`src/rtl/et_pkg.sv`:
```
package et_pkg;

    localparam int NUM_SLOTS = 2;

    typedef logic slot_t;

    typedef struct packed {
        logic running;
        logic hd;
    } slot_stat_t;

    function automatic slot_t peer_slot(slot_t s);
        return ~s;
    endfunction

endpackage

```
`src/rtl/et_or_tree.sv`:
```
module et_or_tree #(
    parameter int N = 176
) (
    input  logic [N-1:0] vec,
    output logic         any_set
);
    localparam int LVL  = (N > 1) ? $clog2(N) : 0;
    localparam int SIZE = 1 << LVL;

    logic [2*SIZE-1:1] nd;

    for (genvar j = 0; j < SIZE; j++) begin : g_leaf
        if (j < N) begin : g_real
            assign nd[SIZE+j] = vec[j];
        end else begin : g_pad
            assign nd[SIZE+j] = 1'b0;
        end
    end

    for (genvar i = 1; i < SIZE; i++) begin : g_node
        assign nd[i] = nd[2*i] | nd[2*i+1];
    end

    assign any_set = nd[1];

endmodule

```
`src/rtl/et_phase_timer.sv`:
```
module et_phase_timer #(
    parameter int PHASE_LEN = 4
) (
    input  logic clk,
    input  logic rst,
    output logic phase_first,
    output logic phase_last,
    output logic chk_slot
);
    localparam int PH_W = (PHASE_LEN > 1) ? $clog2(PHASE_LEN) : 1;
    localparam logic [PH_W-1:0] PH_END = PH_W'(PHASE_LEN - 1);

    logic [PH_W-1:0] ph_cnt;

    assign phase_first = (ph_cnt == '0);
    assign phase_last  = (ph_cnt == PH_END);

    always_ff @(posedge clk) begin
        if (rst) begin
            ph_cnt   <= '0;
            chk_slot <= 1'b0;
        end else if (phase_last) begin
            ph_cnt   <= '0;
            chk_slot <= ~chk_slot;
        end else begin
            ph_cnt   <= ph_cnt + 1'b1;
        end
    end

    // slot stays put inside a phase
    p_slot_hold_r2: assert property (@(posedge clk) disable iff (rst)
        !phase_last |=> $stable(chk_slot));
    // slot swaps after the last cycle of a phase
    p_slot_flip_r2: assert property (@(posedge clk) disable iff (rst)
        phase_last |=> (chk_slot != $past(chk_slot)));

endmodule

```
`src/rtl/et_slot_ctrl.sv`:
```
module et_slot_ctrl #(
    parameter int MAX_ITER = 15,
    parameter int IT_W     = 4
) (
    input  logic clk,
    input  logic rst,
    input  logic load,
    input  logic chk_last,
    input  logic var_last,
    input  logic par_fail,
    output logic running,
    output logic hd
);
    localparam logic [IT_W-1:0] IT_LAST = IT_W'(MAX_ITER - 1);

    logic [IT_W-1:0] iter;
    logic            fin_conv;
    logic            fin_budget;

    assign fin_conv   = chk_last & running & ~par_fail;
    assign fin_budget = var_last & running & (iter == IT_LAST);

    always_ff @(posedge clk) begin
        if (rst) begin
            running <= 1'b0;
            iter    <= '0;
            hd      <= 1'b0;
        end else begin
            hd <= fin_conv | fin_budget;
            if (load) begin
                running <= 1'b1;
                iter    <= '0;
            end else if (fin_conv || fin_budget) begin
                running <= 1'b0;
            end else if (var_last && running) begin
                iter    <= iter + 1'b1;
            end
        end
    end

    // a strobe only follows a running frame
    p_hd_after_run_r8: assert property (@(posedge clk) disable iff (rst)
        hd |-> $past(running));
    // iteration count never reaches the budget
    p_iter_cap_r8: assert property (@(posedge clk) disable iff (rst)
        iter < IT_W'(MAX_ITER));
    // an idle slot wakes only through a load
    p_idle_hold_r6: assert property (@(posedge clk) disable iff (rst)
        (!running && !load) |=> !running);

endmodule

```
`src/rtl/et_enable_ctrl.sv`:
```
module et_enable_ctrl
    import et_pkg::*;
#(
    parameter int N_CHK     = 176,
    parameter int PHASE_LEN = 4,
    parameter int MAX_ITER  = 15
) (
    input  logic             clk,
    input  logic             rst,
    input  logic             new_frame,
    input  logic [N_CHK-1:0] parity,
    output logic             chk_en,
    output logic             var_en,
    output logic             chk_slot,
    output logic [1:0]       hd_strobe
);
    localparam int IT_W = $clog2(MAX_ITER + 1);

    logic       phase_first;
    logic       phase_last;
    logic       any_fail;
    slot_stat_t stat [NUM_SLOTS];
    logic [NUM_SLOTS-1:0] run_vec;

    et_phase_timer #(.PHASE_LEN(PHASE_LEN)) u_timer (
        .clk         (clk),
        .rst         (rst),
        .phase_first (phase_first),
        .phase_last  (phase_last),
        .chk_slot    (chk_slot)
    );

    et_or_tree #(.N(N_CHK)) u_or (
        .vec     (parity),
        .any_set (any_fail)
    );

    for (genvar s = 0; s < NUM_SLOTS; s++) begin : g_slot
        logic in_chk;
        assign in_chk = (chk_slot == slot_t'(s));

        et_slot_ctrl #(.MAX_ITER(MAX_ITER), .IT_W(IT_W)) u_slot (
            .clk      (clk),
            .rst      (rst),
            .load     (new_frame & phase_last & ~in_chk),
            .chk_last (phase_last & in_chk),
            .var_last (phase_last & ~in_chk),
            .par_fail (any_fail),
            .running  (stat[s].running),
            .hd       (stat[s].hd)
        );

        assign run_vec[s]   = stat[s].running;
        assign hd_strobe[s] = stat[s].hd;
    end

    assign chk_en = run_vec[chk_slot];
    assign var_en = run_vec[peer_slot(chk_slot)];

    // strobes land on the first cycle of a phase
    p_hd_align_r7: assert property (@(posedge clk) disable iff (rst)
        (|hd_strobe) |-> phase_first);
    // convergence switches the variable group off for that frame
    p_conv_gate_r6: assert property (@(posedge clk) disable iff (rst)
        (phase_last && chk_en && !any_fail) |=> !var_en);

endmodule

```
`config.mk`:
```
export PLATFORM = sky130hd
export DESIGN_NAME = et_enable_ctrl
export DESIGN_NICKNAME = d
export VERILOG_FILES = /design/src/rtl/et_pkg.sv /design/src/rtl/et_or_tree.sv /design/src/rtl/et_phase_timer.sv /design/src/rtl/et_slot_ctrl.sv /design/src/rtl/et_enable_ctrl.sv
export SDC_FILE = /design/constraint.sdc
export NUM_CORES = 1
export LEC_CHECK = 0
export CORE_MARGIN = 2
export CORE_UTILIZATION = 23
export DETAILED_ROUTE_END_ITERATION = 10
export GPL_TIMING_DRIVEN = 0
export PLACE_DENSITY = 0.92
export RECOVER_POWER = 25
export SETUP_SLACK_MARGIN = 0.3
export SKIP_LAST_GASP = 1
export SYNTH_ARGS = -nofsm -noshare
export SYNTH_HDL_FRONTEND = slang
export SYNTH_HIERARCHICAL = 1
export SYNTH_SLANG_ARGS = --single-unit
```
`constraint.sdc`:
```
create_clock -name clk -period 2.8 [get_ports clk]
set_clock_uncertainty 0.05 [all_clocks]
set_input_delay 0.84 -clock clk [delete_from_list [all_inputs] [get_ports clk]]
set_output_delay 0.84 -clock clk [all_outputs]
set_load 0.02 [all_outputs]
```
==> impl_metrics.tcl <==
set metrics [dict create \
    antenna_found_initial 4 \
    p_seq_share_pct 33.3 \
    vias_per_cell 5.33 \
    clk_latency_ns 0.25 \
    path_common_cell "nor4_2" \
    routedWlPerCell_um 19.5 \
    setup_viol 0 \
    criticalPathCategory "input pin to flop" \
    final_layout_size_suffix_gt1_share_pct 26.5 \
    seq_area_frac_synth_pct 25.8 \
    ant_nets 0 \
    synth_ff_type "dfxtp_1" \
    drc 0 \
    setup_ws_ns 0.301 \
    vias 2142 \
    rows 25 \
    dieHeight_um 75.1 \
    startpoint_type "input pin" \
    ys_seq_elements 15 \
    dp_worst_setup_slack_ns -0.489 \
    hpwl_um 5890 \
    postSynthCellCount 143 \
    rsz0062_at_grt "true" \
    nNetsFinal 519 \
    grt_overflow_total 0 \
    yosysMostFrequentCell "nor4_1" \
    core_area_sq_um 4790 \
    ys_types 28 \
    fillCellCount 350 \
    fp.dieW_um 75.1 \
    p_leak_nw 1.68 \
    timing.slew.headroom_pct 79.7 \
    cpMaxStageDelayCell "nor4_2" \
    synth-async-reset-ratio_pct 0 \
    synth_fp_nets 329 \
    power.density_nw_per_um2 196 \
    area_growth_pct 199 \
    netlist_top_cells_count "nor4_1 (44), dfxtp_1 (15), nand4_1 (15), a31oi_1 (8), ha_1 (7)" \
    path_clk_slew_ns 0.06 \
    cp_num_buf_inv 1 \
    worstPathCellList "clkdlybuf4s15_1 > nor4_2 > nand4_1 > nor4_2 > nand3_2 > and2b_2 > nor3_4 > a311oi_1" \
    worst_pin_slew_ns 0.302 \
    p_sw_w 0.000177 \
    p_sw_share_pct 26.0 \
    crit_arrival_ns 2.61 \
    endpoint_kind "flop" \
    hold_viol 0 \
    syn_area_sq_um 1160 \
    gp_congestion 0.826 \
    ctsHoldBuffers 0 \
    synth_edf_count 0 \
    grt_pass1_wl_um 10300 \
    grt_max_degree 10 \
    drt_wl_total_um 7840 \
    finalCriticalPeriod_ns 2.50 \
    hp-class "flop to flop" \
    finalMaxSlewViolations 0 \
    status "completed" \
    ir_worst_vdd_uv 164 \
    grt_usage_pct 25.2 \
    initial_core_util_pct 24.3 \
    clock_power_share_pct 26.4 \
    fmax_ghz 0.400 \
    drv_cap 0 \
    cts.path.max_buffers 2 \
    cp.required_ns 2.91 \
    netlist_top_cells_area "dfxtp_1 (26%), nor4_1 (24%), nand4_1 (8.1%)" \
    cts_inserted_buffers 3 \
    portBuffers 183 \
    crit_path_max_incr_delay_ns 0.34 \
    cts.sink_count 15 \
    path_max_fanout 4 \
    htree_levels 1 \
    io_pins 184 \
    power_w 0.000681 \
    dr.pass1.iters 4 \
    p_int_w 0.000504 \
    path_delay_family "simple AND/OR/NAND/NOR gates" \
    cts-root-buf "clkbuf_8" \
    ys_warn_count 6 \
    grt_pass1_vias 2156 \
    pwr-share-comb_pct 40.3 \
    drtIter0Drc 99 \
    fin_crit_sh_pct 89.2 \
    fin_setup_tns_ns 0 \
    synth_top_cell_by_area "dfxtp_1" \
    die-area_sq_um 5640 \
    synth_top_area_share_pct 25.8 \
    cts_tree "done" \
    avgSynthCellArea_sq_um 8.14 \
]
[state kept, by name, summed over array words and instances, names as in the netlist]
signal	flops
g_slot.u_slot/hd	2
g_slot.u_slot/iter	8
u_timer/chk_slot	1
g_slot.u_slot/running	2
u_timer/ph_cnt	2
[cells in the final DEF (no fill, tap or decap), drive strengths merged, types with 5 or more instances in the layout]
| cell type | Yosys | routed |
|---|---|---|
| and3 | 5 | 5 |
| ha | 7 | 7 |
| nand4 | 15 | 15 |
| clkdlybuf4s50 | 0 | 25 |
| clkdlybuf4s15 | 0 | 26 |
| a31oi | 8 | 8 |
| nor4 | 46 | 46 |
| clkbuf | 0 | 20 |
| dfxtp | 15 | 15 |
| dlygate4sd2 | 0 | 64 |
| dlymetal6s2s | 0 | 47 |
[cells by family after synthesis]
kind of cell	Yosys count	synth area share [%]
DFF	15	25.8
xor gates and xnor gates	1	0.753
AOI/OAI and AO/OA	20	11.4
buffers and inverters	4	1.29
adders and majority gates	7	7.53
muxes	2	1.94
and+or+nand+nor	94	51.3
[worst register-to-register path, stage by stage (launching register included)]
cell	delay (ns)
dfxtp_1	0.33
ha_1	0.27
and2_2	0.26
and2b_2	0.23
buf_4	0.14
o31ai_1	0.23
a21oi_1	0.10
[worst paths after layout]
| check | cells past startpoint | to | slack [ns] | from |
|---|---|---|---|---|
| worst max register to register | 6 | g_slot[1].u_slot/iter[0] | 1.08 | u_timer/ph_cnt[0] |
| worst min-delay path | 1 | u_timer/ph_cnt[0] | 0.44 | u_timer/ph_cnt[0] |
| worst max-delay path | 8 | g_slot[0].u_slot/iter[2] | 0.30 | parity[143] |
| worst min register to register | 1 | u_timer/ph_cnt[0] | 0.44 | u_timer/ph_cnt[0] |
[per-layer routing]
metal  share of wire (%)  routed length, um  GRT usage, %
met5                0.17                 13             0
met4                 3.4                264          9.55
met1                  32               2510          22.6
met3                  10                819          10.8
met2                  54               4240          49.1
[layout make-up]
class	instances	area [sq um]	area share [%]
repair buffers	185	1810	52.0
multi-input cells	124	1220	35.0
diodes	3	7.51	0.216
flip-flops and latches	15	302	8.67
well taps	67	83.8	2.41
clock buffers	4	45.0	1.29
inverters	4	15.0	0.431
[power by group through the flow]
stage	clock network, W	registers [W]	logic, W
after floorplan	0	0.000230	0.0000302
after global placement	0	0.000230	0.000290
after detailed placement	0	0.000231	0.000295
after CTS	0.000183	0.000226	0.000265
after global routing	0.000195	0.000228	0.000292
final	0.000180	0.000227	0.000274
[per-stage QoR]
stage / util [%] / hold slack [ns] / area, sq um / instances
global route: 72.7 / 0.494 / 3480 / 401
CTS: 66.9 / 0.450 / 3200 / 398
global placement: 64.3 / 0.430 / 3080 / 393
floorplan: - / 0.403 / 1160 / 143
detailed placement: 64.3 / 0.442 / 3080 / 393
finish: 72.7 / 0.445 / 3480 / 402
[repair_timing]
action | CTS | global route
setup buffers | 1 | 1
pin swaps | 56 | 54
setup endpoints to repair | 14 | 12
gates resized for setup | 148 | 137
gates cloned | 0 | 0
(Power assumes the default switching activity.)
